### src/rtl/serialMacPkg.sv
package serialMacPkg;

  localparam int MAX_PREC = 16;
  localparam int PREC_W   = $clog2(MAX_PREC + 1);
  localparam int SHIFT_W  = $clog2(2 * MAX_PREC - 1);

  // Per-column control strobes from the sequencer to the datapath
  typedef struct packed {
    logic               step;   // column consumes bus bits this cycle
    logic               load;   // latch weight bits from the row bus
    logic               actEn;  // activation position within precision
    logic               first;  // first step of a job
    logic               last;   // last step of a job
    logic [SHIFT_W-1:0] shamt;  // significance of the partial sum
  } colStrobe_t;

endpackage

### src/rtl/serialMacCell.sv
module serialMacCell
  import serialMacPkg::*;
#(
  parameter int LANES = 4,
  parameter int ACCW  = 35
) (
  input  logic             clk,
  input  logic             rstN,
  input  colStrobe_t       strobe,
  input  logic [LANES-1:0] wBits,
  input  logic [LANES-1:0] aBits,
  output logic [ACCW-1:0]  result,
  output logic             resultValid
);

  localparam int SUMW = $clog2(LANES + 1);

  logic [LANES-1:0]   wReg;
  logic [LANES-1:0]   effW;
  logic [LANES-1:0]   effA;
  logic [SUMW-1:0]    laneSum;

  logic               s1Valid;
  logic               s1First;
  logic               s1Last;
  logic [SUMW-1:0]    s1Sum;
  logic [SHIFT_W-1:0] s1Shamt;

  logic [ACCW-1:0]    accQ;
  logic [ACCW-1:0]    term;
  logic [ACCW-1:0]    accSum;

  // A freshly loaded weight bit is used in the same step
  assign effW = strobe.load ? wBits : wReg;
  assign effA = strobe.actEn ? aBits : '0;

  always_comb begin
    laneSum = '0;
    for (int l = 0; l < LANES; l++) begin
      laneSum = laneSum + SUMW'(effW[l] & effA[l]);
    end
  end

  always_ff @(posedge clk) begin
    if (!rstN) begin
      wReg <= '0;
    end else if (strobe.step && strobe.load) begin
      wReg <= wBits;
    end
  end

  // Stage 1: registered product count
  always_ff @(posedge clk) begin
    if (!rstN) begin
      s1Valid <= 1'b0;
      s1First <= 1'b0;
      s1Last  <= 1'b0;
      s1Sum   <= '0;
      s1Shamt <= '0;
    end else begin
      s1Valid <= strobe.step;
      s1First <= strobe.first;
      s1Last  <= strobe.last;
      s1Sum   <= laneSum;
      s1Shamt <= strobe.shamt;
    end
  end

  assign term   = ACCW'(s1Sum) << s1Shamt;
  assign accSum = (s1First ? '0 : accQ) + term;

  // Stage 2: shifted accumulation and result capture
  always_ff @(posedge clk) begin
    if (!rstN) begin
      accQ        <= '0;
      result      <= '0;
      resultValid <= 1'b0;
    end else begin
      resultValid <= s1Valid && s1Last;
      if (s1Valid) begin
        accQ <= accSum;
        if (s1Last) begin
          result <= accSum;
        end
      end
    end
  end

endmodule

### src/rtl/serialMacPath.sv
module serialMacPath
  import serialMacPkg::*;
#(
  parameter int ROWS  = 2,
  parameter int COLS  = 4,
  parameter int LANES = 4,
  parameter int ACCW  = 35
) (
  input  logic                       clk,
  input  logic                       rstN,
  input  colStrobe_t [COLS-1:0]      strobes,
  input  logic [ROWS*LANES-1:0]      wBus,
  input  logic [COLS*LANES-1:0]      aBus,
  output logic [ROWS*COLS*ACCW-1:0]  outData,
  output logic [COLS-1:0]            outValid
);

  logic [COLS-1:0][ROWS-1:0] cellValid;

  for (genvar r = 0; r < ROWS; r++) begin : g_row
    for (genvar c = 0; c < COLS; c++) begin : g_col
      serialMacCell #(
        .LANES (LANES),
        .ACCW  (ACCW)
      ) i_cell (
        .clk         (clk),
        .rstN        (rstN),
        .strobe      (strobes[c]),
        .wBits       (wBus[r*LANES +: LANES]),
        .aBits       (aBus[c*LANES +: LANES]),
        .result      (outData[(r*COLS+c)*ACCW +: ACCW]),
        .resultValid (cellValid[c][r])
      );
    end
  end

  for (genvar c = 0; c < COLS; c++) begin : g_valid
    assign outValid[c] = &cellValid[c];

    // a strobe is the registered outcome of a last step two cycles back
    p_valid_after_last_r4 : assert property (@(posedge clk) disable iff (!rstN)
      outValid[c] |-> $past(strobes[c].step && strobes[c].last, 2));

    // all cells of a column finish together
    p_rows_agree_r5 : assert property (@(posedge clk) disable iff (!rstN)
      (cellValid[c] == '0) || (cellValid[c] == '1));
  end

endmodule

### src/rtl/serialMacCtrl.sv
module serialMacCtrl
  import serialMacPkg::*;
#(
  parameter int COLS = 4,
  parameter int JOBW = 8
) (
  input  logic                  clk,
  input  logic                  rstN,
  input  logic                  start,
  input  logic                  modeConv,
  input  logic [PREC_W-1:0]     wPrecIn,
  input  logic [PREC_W-1:0]     aPrecIn,
  input  logic [JOBW-1:0]       jobCount,
  output colStrobe_t [COLS-1:0] strobes
);

  localparam int HOLD_MAX = (COLS > MAX_PREC) ? COLS : MAX_PREC;
  localparam int HW       = $clog2(HOLD_MAX + 1);
  localparam int DW       = $clog2(COLS + 1);

  logic              modeQ;
  logic [PREC_W-1:0] wPrecQ;
  logic [PREC_W-1:0] aPrecQ;
  logic [HW-1:0]     holdQ;
  logic [HW-1:0]     holdNext;
  logic [HW-1:0]     aExt;

  logic [COLS-1:0]   colBusy;
  logic [COLS-1:0]   stepVec;
  logic [COLS-1:0]   loadVec;
  logic              busy;
  logic              accept;

  assign busy   = |colBusy;
  assign accept = start && !busy;
  assign aExt   = HW'(aPrecIn);

  // Dense mode pads the weight-bit period up to the column count
  always_comb begin
    if (modeConv) begin
      holdNext = aExt;
    end else begin
      holdNext = (aExt > HW'(COLS)) ? aExt : HW'(COLS);
    end
  end

  always_ff @(posedge clk) begin
    if (!rstN) begin
      modeQ  <= 1'b0;
      wPrecQ <= PREC_W'(1);
      aPrecQ <= PREC_W'(1);
      holdQ  <= HW'(1);
    end else if (accept) begin
      modeQ  <= modeConv;
      wPrecQ <= wPrecIn;
      aPrecQ <= aPrecIn;
      holdQ  <= holdNext;
    end
  end

  for (genvar c = 0; c < COLS; c++) begin : g_col
    logic [DW-1:0]     delayQ;
    logic [HW-1:0]     iCntQ;
    logic [PREC_W-1:0] jCntQ;
    logic [JOBW-1:0]   jobLeftQ;
    logic              endAct;
    logic              endW;
    colStrobe_t        sc;

    assign colBusy[c] = (jobLeftQ != '0);
    assign stepVec[c] = colBusy[c] && (delayQ == '0);
    assign endAct     = (iCntQ == holdQ - HW'(1));
    assign endW       = (jCntQ == wPrecQ - PREC_W'(1));

    always_ff @(posedge clk) begin
      if (!rstN) begin
        delayQ   <= '0;
        iCntQ    <= '0;
        jCntQ    <= '0;
        jobLeftQ <= '0;
      end else if (accept) begin
        delayQ   <= modeConv ? '0 : DW'(c);
        iCntQ    <= '0;
        jCntQ    <= '0;
        jobLeftQ <= jobCount;
      end else if (colBusy[c]) begin
        if (delayQ != '0) begin
          delayQ <= delayQ - DW'(1);
        end else if (endAct) begin
          iCntQ <= '0;
          if (endW) begin
            jCntQ    <= '0;
            jobLeftQ <= jobLeftQ - JOBW'(1);
          end else begin
            jCntQ <= jCntQ + PREC_W'(1);
          end
        end else begin
          iCntQ <= iCntQ + HW'(1);
        end
      end
    end

    always_comb begin
      sc.step  = stepVec[c];
      sc.load  = (iCntQ == '0);
      sc.actEn = (iCntQ < HW'(aPrecQ));
      sc.first = (iCntQ == '0) && (jCntQ == '0);
      sc.last  = endAct && endW;
      sc.shamt = SHIFT_W'(iCntQ) + SHIFT_W'(jCntQ);
    end

    assign strobes[c] = sc;
    assign loadVec[c] = stepVec[c] && sc.load;

    // partial sums never land above the top product bit
    p_shift_bound_r2 : assert property (@(posedge clk) disable iff (!rstN)
      (stepVec[c] && sc.actEn) |->
        (int'(sc.shamt) <= int'(wPrecQ) + int'(aPrecQ) - 2));
  end

  // the staggered start keeps the shared weight bus to one column
  p_one_load_r3 : assert property (@(posedge clk) disable iff (!rstN)
    !modeQ |-> $onehot0(loadVec));

  // window mode steps and loads every column together
  p_lockstep_r5 : assert property (@(posedge clk) disable iff (!rstN)
    modeQ |-> ((stepVec == '0) || (stepVec == '1)) &&
              ((loadVec == '0) || (loadVec == '1)));

  // settings are frozen while a layer is in flight
  p_start_ignored_r7 : assert property (@(posedge clk) disable iff (!rstN)
    (busy && start) |=> ($stable(wPrecQ) && $stable(aPrecQ) &&
                         $stable(modeQ) && $stable(holdQ)));

endmodule

### src/rtl/serialMacArray.sv
module serialMacArray
  import serialMacPkg::*;
#(
  parameter int ROWS  = 2,
  parameter int COLS  = 4,
  parameter int LANES = 4,
  parameter int JOBW  = 8,
  localparam int ACCW = 2 * MAX_PREC + $clog2(LANES + 1)
) (
  input  logic                      clk,
  input  logic                      rstN,
  input  logic                      start,
  input  logic                      modeConv,
  input  logic [PREC_W-1:0]         wPrec,
  input  logic [PREC_W-1:0]         aPrec,
  input  logic [JOBW-1:0]           jobCount,
  input  logic [ROWS*LANES-1:0]     wBus,
  input  logic [COLS*LANES-1:0]     aBus,
  output logic [ROWS*COLS*ACCW-1:0] outData,
  output logic [COLS-1:0]           outValid
);

  colStrobe_t [COLS-1:0] strobes;

  serialMacCtrl #(
    .COLS (COLS),
    .JOBW (JOBW)
  ) i_ctrl (
    .clk      (clk),
    .rstN     (rstN),
    .start    (start),
    .modeConv (modeConv),
    .wPrecIn  (wPrec),
    .aPrecIn  (aPrec),
    .jobCount (jobCount),
    .strobes  (strobes)
  );

  serialMacPath #(
    .ROWS  (ROWS),
    .COLS  (COLS),
    .LANES (LANES),
    .ACCW  (ACCW)
  ) i_path (
    .clk      (clk),
    .rstN     (rstN),
    .strobes  (strobes),
    .wBus     (wBus),
    .aBus     (aBus),
    .outData  (outData),
    .outValid (outValid)
  );

endmodule

### config.mk
export PLATFORM = sky130hd
export DESIGN_NAME = serialMacArray
export DESIGN_NICKNAME = d
export VERILOG_FILES = /design/src/rtl/serialMacPkg.sv /design/src/rtl/serialMacCell.sv /design/src/rtl/serialMacPath.sv /design/src/rtl/serialMacCtrl.sv /design/src/rtl/serialMacArray.sv
export SDC_FILE = /design/constraint.sdc
export NUM_CORES = 2
export LEC_CHECK = 0
export BUFFER_PORTS_ARGS = -buffer_cell sky130_fd_sc_hd__buf_2
export CAP_MARGIN = 0
export CELL_PAD_IN_SITES_DETAIL_PLACEMENT = 1
export CELL_PAD_IN_SITES_GLOBAL_PLACEMENT = 2
export CORE_ASPECT_RATIO = 1.2
export CORE_UTILIZATION = 35
export DETAILED_ROUTE_END_ITERATION = 8
export PLACE_DENSITY = 0.85
export SYNTH_ARGS = -nofsm -noshare
export SYNTH_HDL_FRONTEND = slang
export SYNTH_SLANG_ARGS = --single-unit
### constraint.sdc
create_clock -name clk -period 7.5 [get_ports clk]
set_input_delay 1.5 -clock clk [delete_from_list [all_inputs] [get_ports clk]]
set_output_delay 1.5 -clock clk [all_outputs]
set_load 0.1 [all_outputs]
==> flow_summary.yaml <==
detailed_routing:
  drcViolationCount: 0
  drt-total-wl_um: 158000
  routedWlPerCell_um: 19.6
  first_iter_violations: 1737
  num_vias: 43000
  dr.pass1.iters: 5
  viasPerCell: 5.33
  ant_nets: 0
clocking:
  clkTransAtPathRegs_ns: 0.06
  ctsHoldBuffers: 0
  numClockSinks: 751
  ctsHtreeMaxLevel: 3
  insertion_delay_ns: 0.68
  cts-resized-gates: 0
  cts_max_path_buffers: 3
  cts_tree: "yes"
  clockRootBuffer: "clkbuf_16"
  cts_made_buffers: 91
  post-cts-setup-buffers: 0
floorplanning:
  die_y_um: 406
  rows: 147
  ioPinCount: 330
  initial_core_util_pct: 35.4
  die-width_um: 338
  die_area_um2: 137000
  core_um2: 134000
timing:
  rsz0062_at_grt: "false"
  setup_ws_ns: 2.70
  drv_slew: 0
  hold_viol_final: 0
  slew_headroom_pct: 25.1
  skew_ns: 0.0163
  finalCritPeriodShare_pct: 64.0
  worst_pin_slew_ns: 1.12
  fin_hold_ws_ns: 0.451
  setup_violations: 0
  period_minus_slack_ns: 4.80
  setup_tns_ns: 0
  max_clock_freq_mhz: 208
synthesis:
  synth_cells: 6118
  synth_nets: 6534
  ys.flop_type: "dfxtp_1"
  syn_area_um2: 47500
  synthDistinctLibCells: 79
  synth_top_area_share_pct: 31.7
  synth.ff_latch_count: 751
  netlist.top_cell.by_area: "dfxtp_1"
  seq_area_frac_synth_pct: 31.7
  synthTopCellsByArea: "dfxtp_1, ha_1, nor2_1, a21oi_1, nand2_1"
  async_reset_ff_share_pct: 0
  synth-edff-count: 0
  avgSynthCellArea_um2: 7.76
  ys_warn_count: 0
critical_path:
  worstPathArrival_ns: 5.37
  r2r_slack_ns: 2.70
  rr_worst_depth: 17
  critical_path.endpoint_type: "flop"
  path_class: "flop to flop"
  crit_required_ns: 8.07
  crit_top_cell: "o21ai_0"
  critPathLaunchType: "flop"
  r2r-start: "i_path.g_row[1].g_col[2].i_cell.s1Shamt[2]$_SDFF_PN0_"
  timing.rr.end: "i_path.g_row[0].g_col[2].i_cell.accQ[30]$_SDFFE_PN0P_"
  path_cells: "nor2_1 > nand2_1 > nor2_1 > ha_1 > inv_1 > fa_1 > nor2b_1 > o21ai_0 > a21boi_0 > o21ai_0 > a21oi_1 > a21boi_0 > o21a_1 > o21a_1 > o21ai_0 > nor4_1 > a311o_1"
  cp_slowest_cell: "dfxtp_1"
  path_max_fanout: 15
  slowest_delay_ns: 0.47
global_routing:
  antenna_found_initial: 5
  grt_overflow: 0
  grt_pass1_vias: 44400
  track_usage_pct: 22.5
  grt_max_degree: 159
  grt_pass1_wl_um: 249000
min_path:
  hold_start: "i_path.g_row[1].g_col[0].i_cell.result[34]$_SDFFE_PN0P_"
  hold_depth: 2
  holdPathEnd: "i_path.g_row[1].g_col[0].i_cell.result[34]$_SDFFE_PN0P_"
  holdCritPathClass: "flop to flop"
final_layout:
  final_common_cell: "nor2_1"
  drive_gt1_share_pct: 9.62
  nNetsFinal: 6626
  final_cell_mix: "nor2_1, dfxtp_1, nand2_1"
  areaGrowthSynthToFinish_pct: 12.9
power:
  ir_worst_vdd_mv: 0.160
  seqPwrFrac_pct: 35.9
  p_per_area_nw_per_um2: 252
  p_int_mw: 8.55
  swShare_pct: 36.7
  comb_power_share_pct: 28.3
  pwr-share-clk_pct: 35.8
  power.leakage_nw: 23.1
  p_sw_mw: 4.95
job:
  drv_cap: 0
place:
  hpwl_um: 116000
  io_buffers: 329
  place_ws_ns: 2.72
  gp_congestion: 0.909
outcome:
  status: "completed"
-- cells by family after synthesis --
group / after synthesis / synth area share (%)
buf+inv: 551 / 4.41
mux: 226 / 4.85
simple gates: 2479 / 24.4
compound gates: 1392 / 18.2
fa+ha+maj: 370 / 10.1
flops: 751 / 31.7
xor+xnor: 349 / 6.44
-- power by group through the flow --
stage                     clock, mW  sequential (mW)  combinational, mW
after floorplan                   0             4.89               2.78
after CTS                      4.98             4.86               3.88
after global placement            0             4.92               3.75
final                          4.83             4.85               3.82
after global routing           5.12             4.91               4.23
after detailed placement          0             4.94               3.86
-- critical path: cells and delay by family, from the launching register on --
kind | cells | cell delay, ns
buffers and inverters | 1 | 0.07
adders and majority gates | 2 | 0.67
and+or+nand+nor | 5 | 1.05
DFF | 1 | 0.47
AOI/OAI and AO/OA | 9 | 2.42
-- cells in the mapped netlist (7+ instances only) --
cell type,number
nor2b_1,333
nor3_1,58
nor2_1,937
a211oi_1,77
a211o_1,11
mux2i_1,192
a41oi_1,7
o211ai_1,36
o22ai_1,22
o21a_1,77
nor4b_1,15
fa_1,20
a31oi_1,42
a21o_1,153
clkbuf_1,312
xor2_1,151
o31ai_1,18
a41o_1,8
nand3_1,173
a31o_2,10
o21bai_1,36
a22o_1,7
nand4_1,88
a22oi_1,10
and3_1,32
and2_1,121
a21boi_0,13
nor4_1,18
ha_1,350
nand2_1,570
or2_2,9
buf_1,42
nand2b_1,54
inv_1,187
a32oi_1,13
or3_1,15
a21oi_1,548
xnor2_1,198
and4_1,12
or4_1,9
mux2_2,34
o21ai_0,243
nand3b_1,11
nand4b_1,10
dfxtp_1,751
-- layout make-up --
| type | instances | area [µm²] |
|---|---|---|
| Fill cell | 16300 | 80600 |
| Clock buffer | 121 | 2690 |
| Multi-Input combinational cell | 4816 | 30400 |
| Inverter | 187 | 709 |
| Tap cell | 1788 | 2240 |
| Antenna cell | 3 | 7.51 |
| Sequential cell | 751 | 15100 |
| Timing Repair Buffer | 363 | 1940 |
| Clock inverter | 38 | 553 |
-- metal layers --
layer | global-route usage, % | share of wire [%] | vias to the layer above
li1 | - | - | 21200
met1 | 29.1 | 47 | 21100
met2 | 39.4 | 48 | 493
met3 | 2.28 | 2.8 | 174
met4 | 6.57 | 2.3 | 4
met5 | 0 | 0.012 | -
-- flip-flops by register name (all words and copies together) (netlist names), 5 cells and up --
signal	count
i_ctrl.g_col.delayQ	12
i_ctrl.holdQ	5
i_path.g_row.g_col.i_cell.s1Shamt	20
i_path.g_row.g_col.i_cell.wReg	32
i_path.g_row.g_col.i_cell.s1Sum	24
i_path.g_row.g_col.i_cell.accQ	280
i_ctrl.aPrecQ	5
i_ctrl.g_col.jCntQ	20
i_ctrl.g_col.jobLeftQ	32
i_path.g_row.g_col.i_cell.result	280
i_ctrl.g_col.iCntQ	20
i_ctrl.wPrecQ	5
-- through the flow --
step / area, µm² / instances / power [mW] / util, %
2_1_floorplan: 47500 / 6118 / 7.67 / -
3_3_place_gp: 50400 / 7905 / 8.67 / 37.5
3_5_place_dp: 50400 / 7905 / 8.80 / 37.5
4_1_cts: 53600 / 8064 / 13.7 / 39.9
5_1_grt: 53600 / 8064 / 14.3 / 39.9
6_report: 53600 / 8067 / 13.5 / 39.9
-- worst max-delay path by stage --
stage,end,startpoint,slack (ns)
finish,i_path.g_row[0].g_col[2].i_cell.accQ[30]$_SDFFE_PN0P_,i_path.g_row[1].g_col[2].i_cell.s1Shamt[2]$_SDFF_PN0_,2.70
global route,i_path.g_row[0].g_col[2].i_cell.accQ[30]$_SDFFE_PN0P_,i_path.g_row[1].g_col[2].i_cell.s1Shamt[2]$_SDFF_PN0_,2.20
CTS,i_path.g_row[0].g_col[2].i_cell.accQ[30]$_SDFFE_PN0P_,i_path.g_row[1].g_col[2].i_cell.s1Shamt[2]$_SDFF_PN0_,2.70
detailed placement,i_path.g_row[0].g_col[2].i_cell.accQ[30]$_SDFFE_PN0P_,i_path.g_row[1].g_col[2].i_cell.s1Shamt[2]$_SDFF_PN0_,2.72
global placement,i_path.g_row[1].g_col[2].i_cell.accQ[32]$_SDFFE_PN0P_,i_path.g_row[1].g_col[2].i_cell.s1Shamt[0]$_SDFF_PN0_,2.88
floorplan,i_path.g_row[0].g_col[0].i_cell.accQ[33]$_SDFFE_PN0P_,i_path.g_row[0].g_col[0].i_cell.s1Shamt[4]$_SDFF_PN0_,3.43
Note: power is estimated with default switching activity, not from simulation.
